### config.mk
export PLATFORM = sky130hd
export DESIGN_NAME = evrec_reader
export DESIGN_NICKNAME = d
export VERILOG_FILES = /design/src/rtl/evrec_pkg.sv /design/src/rtl/evrec_sync.sv /design/src/rtl/evrec_seq.sv /design/src/rtl/evrec_capture.sv /design/src/rtl/evrec_unpack.sv /design/src/rtl/evrec_reader.sv
export SDC_FILE = /design/constraint.sdc
export NUM_CORES = 1
export LEC_CHECK = 0
export BUFFER_PORTS_ARGS = -buffer_cell sky130_fd_sc_hd__buf_2
export CAP_MARGIN = 20
export CORE_MARGIN = 4
export CORE_UTILIZATION = 35
export CTS_BUF_LIST = sky130_fd_sc_hd__clkbuf_8
export DETAILED_ROUTE_END_ITERATION = 7
export GPL_TIMING_DRIVEN = 1
export PLACE_DENSITY_LB_ADDON = 0.08
export RECOVER_POWER = 50
export SYNTH_ARGS = -nofsm -noshare
export SYNTH_HDL_FRONTEND = slang
export SYNTH_HIERARCHICAL = 1
export SYNTH_SLANG_ARGS = --single-unit
### constraint.sdc
create_clock -name clk -period 4.5 [get_ports clk]
set_input_delay 0.225 -clock clk [delete_from_list [all_inputs] [get_ports clk]]
set_output_delay 0.225 -clock clk [all_outputs]
set_load 0.005 [all_outputs]
### src/rtl/evrec_pkg.sv
`timescale 1ns/1ps
// Package evrec_pkg
// Shared sizes, bit positions of the record fields, the sequencer state
// type and the unpacked field structure used by the event record reader.
package evrec_pkg;

    localparam int REC_BITS = 80;
    localparam int CNT_W    = $clog2(REC_BITS + 1);
    localparam int FUNC_W   = 4;
    localparam int BLK_W    = 4;
    localparam int LCNT_W   = 4;
    localparam int PAY_W    = 64;

    // Bit positions inside the serial record (order is behaviour)
    localparam int POS_START = 0;
    localparam int POS_RPT   = 1;
    localparam int POS_LOWV  = 2;
    localparam int POS_FUNC  = 3;
    localparam int POS_STOP  = POS_FUNC + FUNC_W;
    localparam int POS_BLK   = POS_STOP + 1;
    localparam int POS_LCNT  = POS_BLK + BLK_W;
    localparam int POS_PAY   = POS_LCNT + LCNT_W;

    typedef enum logic [2:0] {
        ST_GAP,
        ST_IDLE,
        ST_ACK,
        ST_LOW,
        ST_HIGH,
        ST_DONE
    } rd_state_t;

    typedef struct packed {
        logic              start;
        logic              rpt;
        logic              lowv;
        logic [FUNC_W-1:0] func;
        logic              stop;
        logic [BLK_W-1:0]  block;
        logic [LCNT_W-1:0] count;
        logic [PAY_W-1:0]  payload;
    } rec_fields_t;

endpackage

### src/rtl/evrec_sync.sv
`timescale 1ns/1ps
// Module evrec_sync
// Multi-stage synchronizer that brings the asynchronous data line into
// the system clock domain.
// Assumes: the input is a level that stays stable for several cycles.
module evrec_sync #(
    parameter int STAGES = 2
) (
    input  logic clk,
    input  logic rst_n,
    input  logic d_i,
    output logic q_o
);

    logic [STAGES-1:0] chain;

    // Shift the input through the flop chain
    always_ff @(posedge clk) begin
        if (!rst_n) begin
            chain <= '0;
        end else begin
            chain <= {chain[STAGES-2:0], d_i};
        end
    end

    assign q_o = chain[STAGES-1];

endmodule

### src/rtl/evrec_seq.sv
`timescale 1ns/1ps
// Module evrec_seq
// Link sequencer. It holds the clock low for the idle gap, answers a
// request with the clock high, waits for the data line to drop and then
// makes the bit clock pulses. It issues one capture per bit, just before
// each falling edge.
// Assumes: line_hi is already synchronized; HALF_HI is larger than the
// synchronizer depth.
module evrec_seq
    import evrec_pkg::*;
#(
    parameter int HALF_HI  = 25,
    parameter int HALF_LO  = 25,
    parameter int ACK_TMO  = 25000,
    parameter int IDLE_GAP = 60000
) (
    input  logic             clk,
    input  logic             rst_n,
    input  logic             line_hi,
    input  logic [CNT_W-1:0] req_len,
    output logic             sclk_o,
    output logic             cap_clr_o,
    output logic             cap_en_o,
    output logic [CNT_W-1:0] cap_idx_o,
    output logic             done_o,
    output logic             ack_err_o,
    output logic [CNT_W-1:0] nbits_o
);

    localparam int T_A  = (HALF_HI > HALF_LO) ? HALF_HI : HALF_LO;
    localparam int T_B  = (ACK_TMO > IDLE_GAP) ? ACK_TMO : IDLE_GAP;
    localparam int TMAX = (T_A > T_B) ? T_A : T_B;
    localparam int TW   = $clog2(TMAX + 1);

    rd_state_t        st, st_nx;
    logic [TW-1:0]    tmr;
    logic [TW-1:0]    lim;
    logic             tmr_end;
    logic [CNT_W-1:0] len_q;
    logic [CNT_W-1:0] idx_q;
    logic [CNT_W-1:0] len_clamped;
    logic             sclk_q;
    logic             aerr_q;

    // Clamp the requested bit count to the record length
    always_comb begin
        if (req_len > CNT_W'(REC_BITS)) begin
            len_clamped = CNT_W'(REC_BITS);
        end else begin
            len_clamped = req_len;
        end
    end

    // Select the phase length for the current state
    always_comb begin
        unique case (st)
            ST_GAP:  lim = TW'(IDLE_GAP - 1);
            ST_ACK:  lim = TW'(ACK_TMO - 1);
            ST_LOW:  lim = TW'(HALF_LO - 1);
            ST_HIGH: lim = TW'(HALF_HI - 1);
            default: lim = '0;
        endcase
        tmr_end = (tmr == lim);
    end

    // Next-state decision
    always_comb begin
        st_nx = st;
        unique case (st)
            ST_GAP:  if (tmr_end) st_nx = ST_IDLE;
            ST_IDLE: if (line_hi) st_nx = ST_ACK;
            ST_ACK: begin
                if (!line_hi) begin
                    st_nx = (len_q == '0) ? ST_DONE : ST_LOW;
                end else if (tmr_end) begin
                    st_nx = ST_GAP;
                end
            end
            ST_LOW:  if (tmr_end) st_nx = ST_HIGH;
            ST_HIGH: begin
                if (tmr_end) begin
                    st_nx = (idx_q == len_q - 1'b1) ? ST_DONE : ST_LOW;
                end
            end
            ST_DONE: st_nx = ST_GAP;
            default: st_nx = ST_GAP;
        endcase
    end

    // State, phase timer and clock register
    always_ff @(posedge clk) begin
        if (!rst_n) begin
            st     <= ST_GAP;
            tmr    <= '0;
            sclk_q <= 1'b0;
        end else begin
            st     <= st_nx;
            sclk_q <= (st_nx == ST_ACK) || (st_nx == ST_HIGH);
            if ((st_nx != st) || (st == ST_IDLE)) begin
                tmr <= '0;
            end else begin
                tmr <= tmr + 1'b1;
            end
        end
    end

    // Latch the length at the request and count the sampled bits
    always_ff @(posedge clk) begin
        if (!rst_n) begin
            len_q <= '0;
            idx_q <= '0;
        end else if (st == ST_IDLE && line_hi) begin
            len_q <= len_clamped;
            idx_q <= '0;
        end else if (st == ST_HIGH && tmr_end) begin
            idx_q <= idx_q + 1'b1;
        end
    end

    // One-cycle acknowledge-timeout pulse
    always_ff @(posedge clk) begin
        if (!rst_n) begin
            aerr_q <= 1'b0;
        end else begin
            aerr_q <= (st == ST_ACK) && line_hi && tmr_end;
        end
    end

    assign sclk_o    = sclk_q;
    assign cap_clr_o = (st == ST_IDLE) && line_hi;
    assign cap_en_o  = (st == ST_HIGH) && tmr_end;
    assign cap_idx_o = idx_q;
    assign done_o    = (st == ST_DONE);
    assign ack_err_o = aerr_q;
    assign nbits_o   = idx_q;

endmodule

### src/rtl/evrec_capture.sv
`timescale 1ns/1ps
// Module evrec_capture
// Record register with one flop per bit position. The register clears
// when a request is taken; after that each capture writes the sampled
// line into the indexed bit. Bits that are never written stay zero.
// Assumes: the index is below REC_BITS whenever the write enable is high.
module evrec_capture
    import evrec_pkg::*;
(
    input  logic                clk,
    input  logic                rst_n,
    input  logic                clr_i,
    input  logic                en_i,
    input  logic [CNT_W-1:0]    idx_i,
    input  logic                bit_i,
    output logic [REC_BITS-1:0] rec_o
);

    for (genvar gi = 0; gi < REC_BITS; gi++) begin : g_bit
        // Clear on a new request, load on a matching capture
        always_ff @(posedge clk) begin
            if (!rst_n || clr_i) begin
                rec_o[gi] <= 1'b0;
            end else if (en_i && (idx_i == CNT_W'(gi))) begin
                rec_o[gi] <= bit_i;
            end
        end
    end

endmodule

### src/rtl/evrec_unpack.sv
`timescale 1ns/1ps
// Module evrec_unpack
// Splits the captured record into its fields. It flags a framing error
// on a set start bit, or on a clear stop bit, counting each of these
// framing bits only when it was actually read.
// Assumes: unread record bits are zero.
module evrec_unpack
    import evrec_pkg::*;
(
    input  logic [REC_BITS-1:0] rec_i,
    input  logic [CNT_W-1:0]    nbits_i,
    output rec_fields_t         fld_o,
    output logic                frame_err_o
);

    // Field slicing by fixed position
    always_comb begin
        fld_o.start   = rec_i[POS_START];
        fld_o.rpt     = rec_i[POS_RPT];
        fld_o.lowv    = rec_i[POS_LOWV];
        fld_o.func    = rec_i[POS_FUNC +: FUNC_W];
        fld_o.stop    = rec_i[POS_STOP];
        fld_o.block   = rec_i[POS_BLK +: BLK_W];
        fld_o.count   = rec_i[POS_LCNT +: LCNT_W];
        fld_o.payload = rec_i[POS_PAY +: PAY_W];
    end

    // Framing check over the bits that were read
    always_comb begin
        frame_err_o = 1'b0;
        if ((nbits_i > CNT_W'(POS_START)) && rec_i[POS_START]) begin
            frame_err_o = 1'b1;
        end
        if ((nbits_i > CNT_W'(POS_STOP)) && !rec_i[POS_STOP]) begin
            frame_err_o = 1'b1;
        end
    end

endmodule

### src/rtl/evrec_reader.sv
`timescale 1ns/1ps
// Module evrec_reader (top)
// Host-side reader of event records over a clock/data two-wire link. It
// synchronizes the data line, runs the handshake and bit clock, captures
// the bits least significant first, and presents the unpacked fields with
// a one-cycle strobe.
// Assumes: the device updates data just after rising clock edges and
// releases the line within IDLE_GAP cycles once the clock stops.
module evrec_reader
    import evrec_pkg::*;
#(
    parameter int HALF_HI     = 25,
    parameter int HALF_LO     = 25,
    parameter int ACK_TMO     = 25000,
    parameter int IDLE_GAP    = 60000,
    parameter int SYNC_STAGES = 2
) (
    input  logic             clk,
    input  logic             rst_n,
    input  logic [6:0]       req_len,
    input  logic             sdat_i,
    output logic             sclk_o,
    output logic             rec_valid_o,
    output logic             rec_rpt_o,
    output logic             rec_lowv_o,
    output logic [3:0]       rec_func_o,
    output logic [3:0]       rec_block_o,
    output logic [3:0]       rec_count_o,
    output logic [63:0]      rec_payload_o,
    output logic [6:0]       rec_nbits_o,
    output logic             frame_err_o,
    output logic             ack_err_o
);

    logic                line_hi;
    logic                cap_clr;
    logic                cap_en;
    logic [CNT_W-1:0]    cap_idx;
    logic [CNT_W-1:0]    nbits;
    logic [REC_BITS-1:0] rec;
    rec_fields_t         fld;

    evrec_sync #(.STAGES(SYNC_STAGES)) u_sync (
        .clk   (clk),
        .rst_n (rst_n),
        .d_i   (sdat_i),
        .q_o   (line_hi)
    );

    evrec_seq #(
        .HALF_HI  (HALF_HI),
        .HALF_LO  (HALF_LO),
        .ACK_TMO  (ACK_TMO),
        .IDLE_GAP (IDLE_GAP)
    ) u_seq (
        .clk       (clk),
        .rst_n     (rst_n),
        .line_hi   (line_hi),
        .req_len   (req_len),
        .sclk_o    (sclk_o),
        .cap_clr_o (cap_clr),
        .cap_en_o  (cap_en),
        .cap_idx_o (cap_idx),
        .done_o    (rec_valid_o),
        .ack_err_o (ack_err_o),
        .nbits_o   (nbits)
    );

    evrec_capture u_cap (
        .clk   (clk),
        .rst_n (rst_n),
        .clr_i (cap_clr),
        .en_i  (cap_en),
        .idx_i (cap_idx),
        .bit_i (line_hi),
        .rec_o (rec)
    );

    evrec_unpack u_unp (
        .rec_i       (rec),
        .nbits_i     (nbits),
        .fld_o       (fld),
        .frame_err_o (frame_err_o)
    );

    assign rec_rpt_o     = fld.rpt;
    assign rec_lowv_o    = fld.lowv;
    assign rec_func_o    = fld.func;
    assign rec_block_o   = fld.block;
    assign rec_count_o   = fld.count;
    assign rec_payload_o = fld.payload;
    assign rec_nbits_o   = nbits;

endmodule

==> reports/summary.md, run 1 <==
### Run status
* finished clean — run status

### Layout
* 1817 — # fillers
* 0 — Ant. Diodes
* 0.002342 mm2 — sequential cell area
* 11.85% — ratio of cells with drive above 1 in the final layout
* sky130_fd_sc_hd__nand2_1 (142), sky130_fd_sc_hd__dfxtp_1 (117), sky130_fd_sc_hd__mux2i_1 (83), sky130_fd_sc_hd__clkbuf_1 (66), sky130_fd_sc_hd__nand3_1 (43) — most used cells in the layout excluding fill and tap cells
* 6.678% — Area Growth Syn to Fin
* sky130_fd_sc_hd__nand2_1 — most common cell after layout, fill and taps aside
* 0.003018 mm2 — Multi-input gate area
* 727 — nets@finish

### Critical path
* 8 — Worst Reg-to-Reg Cells
* 0.78 ns — peak per-stage delay on the critical path
* 4.78 ns — worst endpoint required time
* u_seq/st[0] — worst r2r src
* u_cap/rec_o[62] — Worst Setup EP
* u_cap/rec_o[62] — endpoint of the worst register-to-register path
* register to register — classification of the worst setup path
* 16 — critical path fanouts, max
* 4.27 ns — data arrival time of the critical path
* nor2_1 -> or4_1 -> a222oi_1 -> nand3_2 -> inv_1 -> and4b_1 -> nand4_1 -> mux2i_1 — cell chain of the critical path
* u_seq/st[0] — first element of the critical path
* 0.51 ns — reg-to-reg setup timing slack
* register — startpoint kind of the worst setup timing path
* register — kind of end point of the critical path
* sky130_fd_sc_hd__a222oi_1 — Slowest-stage cell, CP

### Power and ir drop
* 2.163 mW — Power, Total
* 198.7 uV — Peak supply drop
* 326.9 mW/mm2 — areal power density over the cells
* 2.928 nW — Lkg Pwr

### Run
* 0 — total of max-cap violations

### Timing
* 0.04301 ns — post-route worst hold slack
* 1.978% — Worst slew margin
* 0 — final setup violating endpoints
* 0.01168 ns — post-route clock skew
* no — unrepaired setup endpoints after global routing
* 3.986 ns — final critical-path required period
* 0 — Fin. Hold Viols
* 1.470 ns — Slew @ Worst Pin
* 0 ns — sum of negative setup slack
* 88.59% — share of the clock period used by the worst path after layout
* 0 — max-slew violation count
* 0.2509 GHz — highest clock rate

### Route
* 4 — Pre-antenna DRT Iters
* 0 — total DRC errors in the routed layout
* 0 — DRT antenna net count
* 16.32 um — Routed WL per cell
* 4648 — DR vias
* 15.52 mm — aggregate routed wire length
* 188 — number of DRC markers in iteration 0
* 4.887 — routed vias/inst

### Yosys
* 727 — syn_nets
* 6 — yosys warns
* 0.006202 mm2 — Syn Std Cell Area
* 8.699 um2 — average instance area after synthesis
* 713 — synthesized instance count

### Global routing
* 24.90 mm — global-route wire length before repair
* 0 — GR Overflow Total
* 0 — number of antenna violations at the first check in global routing
* 15.85% — GRT Total Usage
* 81 — maximum number of pins on one net before global-route repair
* 4617 — via count of the first global-routing pass

### Clock network
* sky130_fd_sc_hd__clkbuf_8 — clock root cell
* 117 — Num Clock Sinks
* built — clock tree from TritonCTS
* 0 — setup fix buffers added after clock tree synthesis
* 4 — number of levels the H-tree was split into
* 0.07 ns — clock slew seen by the registers of the worst setup and hold paths
* 0.44 ns — latest clock arrival within the worst-skew pair
* 17 — number of buffers created by CTS
* 2 — Max Root-Sink Buffers

### Die
* 141.1 um — height of the die
* 141.1 um — overall die width
* 0.01736 mm2 — area of the core
* 0.01991 mm2 — Die Outline Area
* 48 — std cell rows
* 35.73% — starting density of the core
* 99 — # IOs

### Placed design
* 0.7993 — routability cong.
* 98 — number of I/O port buffers
* 10.48 mm — post-detailed-placement half-perimeter wirelength

### Min path
* primary input to register — path category of the worst min-delay check

## how the worst min path moves through the flow
stage               cells past startpoint       startpoint         endpoint
floorplan                               2       req_len[0]   u_seq/len_q[0]
global placement                        1  u_sync/chain[0]  u_sync/chain[1]
detailed placement                      1  u_sync/chain[0]  u_sync/chain[1]
CTS                                     3       req_len[1]   u_seq/len_q[1]
global route                            3       req_len[1]   u_seq/len_q[1]
finish                                  3       req_len[1]   u_seq/len_q[1]
## sequential cells by signal (all words and copies together), names as in the netlist
signal and count:
u_cap/rec_o 80, u_seq/tmr 16, u_seq/cap_idx_o 7, u_seq/len_q 7, u_seq/st 3, u_sync/chain 2
u_seq/ack_err_o 1, u_seq/sclk_o 1
## report_power, final
group          switching [mW]  internal (mW)
clock                   0.424          0.655
sequential            0.00318           1.04
combinational          0.0297         0.0126
total                   0.457           1.71
## stage by stage
stage               cell area [um2]  cells  setup slack [ns]  util (%)
floorplan                      6202    713             1.397         -
global placement               6231    916            0.7338     35.90
detailed placement             6231    916            0.6124     35.90
CTS                            6706    951            0.5967     38.64
global route                   6616    951            0.2192     38.12
finish                         6616    951            0.5136     38.12
## worst max-delay path: cells and delay by family, from the launching register on
kind | cells | cell delay [ns]
AOI/OAI and AO/OA | 1 | 0.78
muxes | 1 | 0.19
DFF | 1 | 0.57
and+or+nand+nor | 5 | 1.89
buffers and inverters | 1 | 0.39
## repair_timing
item | in CTS | in global routing
hold buffers | 3 | 0
resized for setup | 0 | 0
hold endpoints to repair | 3 | 0
## per-layer routing
layer | GRT usage (%) | vias up | routed length (um)
li1 | - | 2347 | -
met1 | 20.40 | 2210 | 7428
met2 | 25.63 | 78 | 7281
met3 | 4.613 | 13 | 622
met4 | 4.997 | 0 | 184
met5 | 0 | - | 0
## final cells by class
class	count	share of cell area (%)
Clock inverter	11	2.364
Timing Repair Buffer	108	7.489
Multi-Input combinational cell	460	45.61
Tap cell	225	4.255
Clock buffer	21	4.368
Inverter	9	0.5106
Sequential cell	117	35.40
Note: power is estimated with default switching activity, not from simulation.
==> run 2: changes to the inputs <==
--- a/config.mk
+++ b/config.mk
@@ -16,5 +16,4 @@
 export RECOVER_POWER = 50
 export SYNTH_ARGS = -nofsm -noshare
 export SYNTH_HDL_FRONTEND = slang
-export SYNTH_HIERARCHICAL = 1
 export SYNTH_SLANG_ARGS = --single-unit
==> run 2 against run 1 <==
Net effect:
- the run now ends with max-capacitance violations, max-slew violations left
- die area fell by 1.6%
- cell count rose by 3.0%
- synthesized area fell by 1.7%
- core utilization rose by 0.49 points
- total power fell by 6.8%
- register-to-register slack improved by 0.72 ns
- via count rose by 5.6%
- critical endpoint is now u_cap.rec_o[33]
==> reports/summary.md, run 2 <==
### Critical path
* 4.86 ns — worst endpoint required time
* 6 — Worst Reg-to-Reg Cells
* 3.63 ns — data arrival time of the critical path
* register — startpoint kind of the worst setup timing path
* register — kind of end point of the critical path
* 50 — critical path fanouts, max
* register to register — classification of the worst setup path

### Run
* 2 — total of max-cap violations

### Placed design
* 0.7750 — routability cong.
* 1.335 ns — worst setup slack after placement
* 11.09 mm — post-detailed-placement half-perimeter wirelength
* 98 — number of I/O port buffers
* 945 — Inst Count DP

### Timing
* 93 — max-slew violation count
* -43.88% — Worst slew margin
* 1.231 ns — final worst setup slack
* 0.01227 ns — post-route clock skew
* 0.3059 GHz — highest clock rate
* 0 — final setup violating endpoints
* 0 — Fin. Hold Viols
* 3.269 ns — final critical-path required period
* 2.158 ns — Slew @ Worst Pin
* 72.64% — share of the clock period used by the worst path after layout
* no — unrepaired setup endpoints after global routing
* 0 ns — sum of negative setup slack

### Global routing
* 0 — number of antenna violations at the first check in global routing
* 4880 — via count of the first global-routing pass
* 51 — maximum number of pins on one net before global-route repair
* 26.06 mm — global-route wire length before repair
* 0 — GR Overflow Total
* 16.55% — GRT Total Usage

### Yosys
* sky130_fd_sc_hd__nand2_1 (127), sky130_fd_sc_hd__dfxtp_1 (117), sky130_fd_sc_hd__buf_4 (76) — most numerous cell types in the synthesized netlist
* 38.42% — share of synthesized area occupied by flip-flops and latches
* 0% — fraction of synthesis flops using an asynchronous set or reset pin
* 0 — count of flip-flops with a built-in enable after synthesis
* sky130_fd_sc_hd__dfxtp_1 (38%), sky130_fd_sc_hd__buf_4 (9.4%), sky130_fd_sc_hd__mux2i_1 (8.4%) — leading post-synthesis cells by cell area
* 757 — syn_nets
* 117 — post-synthesis register bit count
* 0 — yosys warns
* 0.006097 mm2 — Syn Std Cell Area
* 8.239 um2 — average instance area after synthesis
* 740 — synthesized instance count
* sky130_fd_sc_hd__nand2_1 — cell with the most instances after synthesis
* sky130_fd_sc_hd__dfxtp_1 — most frequently used flop master after synthesis
* 38.42% — area share of the largest cell type after synthesis
* sky130_fd_sc_hd__dfxtp_1 — post-synthesis cell type with the largest combined area
* 57 — count of different cell masters after synthesis

### Clock network
* 17 — number of buffers created by CTS
* 0 — setup fix buffers added after clock tree synthesis
* 117 — Num Clock Sinks
* 2 — Max Root-Sink Buffers
* 0.07 ns — clock slew seen by the registers of the worst setup and hold paths
* sky130_fd_sc_hd__clkbuf_8 — clock root cell
* built — clock tree from TritonCTS
* 0.44 ns — latest clock arrival within the worst-skew pair
* 4 — number of levels the H-tree was split into

### Power and ir drop
* 180.5 uV — Peak supply drop
* 310.4 mW/mm2 — areal power density over the cells
* 2.487 nW — Lkg Pwr

### Route
* 4 — Pre-antenna DRT Iters
* 0 — total DRC errors in the routed layout
* 0 — DRT antenna net count
* 4909 — DR vias
* 16.31 um — Routed WL per cell
* 5.009 — routed vias/inst
* 15.98 mm — aggregate routed wire length
* 249 — number of DRC markers in iteration 0

### Run status
* finished with violations — run status
* max-capacitance violations, max-slew violations — violated checks

### Die
* 140.0 um — overall die width
* 0.01682 mm2 — area of the core
* 0.01960 mm2 — Die Outline Area
* 99 — # IOs
* 140.0 um — height of the die
* 36.25% — starting density of the core
* 47 — std cell rows

### Layout
* sky130_fd_sc_hd__nand2_1 — most common cell after layout, fill and taps aside
* 11.32% — ratio of cells with drive above 1 in the final layout
* 6.505% — Area Growth Syn to Fin
* 766 — nets@finish
* u_cap.rec_o (80), u_seq.tmr (16) — largest registers in the final layout
* sky130_fd_sc_hd__nand2_1 (127), sky130_fd_sc_hd__dfxtp_1 (117), sky130_fd_sc_hd__clkbuf_1 (65), sky130_fd_sc_hd__mux2i_1 (51), sky130_fd_sc_hd__nand3_1 (47) — most used cells in the layout excluding fill and tap cells
* u_cap.rec_o — register ranked first by flip-flop count
* 80 — flip-flop count of the largest register, all copies and words added
* 38.61% — Final Util
* 980 — Layout Cells excl Fill
* 0 — Ant. Diodes

### Min path
* 3 — Min-Delay Path Depth
* primary input to register — path category of the worst min-delay check

==> run 2: changes by cell type in the layout (fill, tap and decap cells not counted), moves of 6 or more <==
cell	change
sky130_fd_sc_hd__a21oi_1	+34
sky130_fd_sc_hd__and2_1	+8
sky130_fd_sc_hd__and4bb_1	-6
sky130_fd_sc_hd__mux2i_1	-32
sky130_fd_sc_hd__nand2_1	-15
sky130_fd_sc_hd__nor2_1	+7
sky130_fd_sc_hd__o21ai_0	+7
sky130_fd_sc_hd__o21ai_1	+21
sky130_fd_sc_hd__xnor2_1	+9
sky130_fd_sc_hd__xor2_1	-9
==> run 2: what timing repair did <==
action	4_1_cts	5_1_grt
endpoints found under the hold margin	5	0
hold buffers	5	0
resized for setup	0	0
endpoints found under the setup margin	0	0
==> run 2: per-layer routing <==
metal | track usage (%) | part of all wire [%] | routed length, um | vias up
met3 | 5.215 | 7.3 | 1162 | 17
met5 | 0 | 0 | 0 | -
met2 | 26.16 | 45 | 7252 | 124
li1 | - | - | - | 2454
met1 | 21.76 | 46 | 7363 | 2314
met4 | 4.844 | 1.3 | 202 | 0
==> run 2: worst paths after layout <==
| check | start | to | slack [ns] |
|---|---|---|---|
| min | req_len[6] | u_seq.len_q[6] | 0.07 |
| max | u_seq.st[1] | u_cap.rec_o[33] | 1.23 |
| min reg2reg | u_sync.chain[0] | u_sync.chain[1] | 0.43 |
| max reg2reg | u_seq.st[1] | u_cap.rec_o[33] | 1.23 |
==> run 2: report_power, final <==
part	switching [mW]	total (mW)	internal (mW)
sequential	0.00295	1.04	1.04
clock	0.420	0.927	0.507
combinational	0.0333	0.0468	0.0135
total	0.457	2.02	1.56
==> run 2: layout make-up <==
cell class                 count  area [um2]
clock buffer                  19       261.5
multi-input combinational    492        2950
fill                        1839       10320
sequential                   117        2342
tap                          220       275.3
inverter                       9       33.78
clock inverter                11       112.6
timing repair buffer         112       518.0
==> run 2: cells by family after synthesis <==
logic type / synth area share (%)
compound gates: 10.67
simple gates: 23.85
fa+ha+maj: 1.436
flops: 38.42
xor+xnor: 3.879
mux: 8.557
buf+inv: 13.19
==> run 2: per-stage QoR <==
step	hold slack [ns]	area [um2]	power, mW
6_report	0.07035	6494	2.015
5_1_grt	0.09193	6494	2.097
4_1_cts	0.04255	6591	2.054
3_5_place_dp	0.4237	6167	1.111
3_3_place_gp	0.4129	6167	1.110
2_1_floorplan	0.3336	6097	1.093
==> run 2: critical path, stage by stage (launching register included) <==
cell	delay, ns
sky130_fd_sc_hd__dfxtp_1	0.67
sky130_fd_sc_hd__nor3_1	0.10
sky130_fd_sc_hd__clkbuf_1	0.23
sky130_fd_sc_hd__nor2_1	0.24
sky130_fd_sc_hd__clkbuf_1	1.57
sky130_fd_sc_hd__nand2_1	0.15
sky130_fd_sc_hd__mux2i_1	0.22
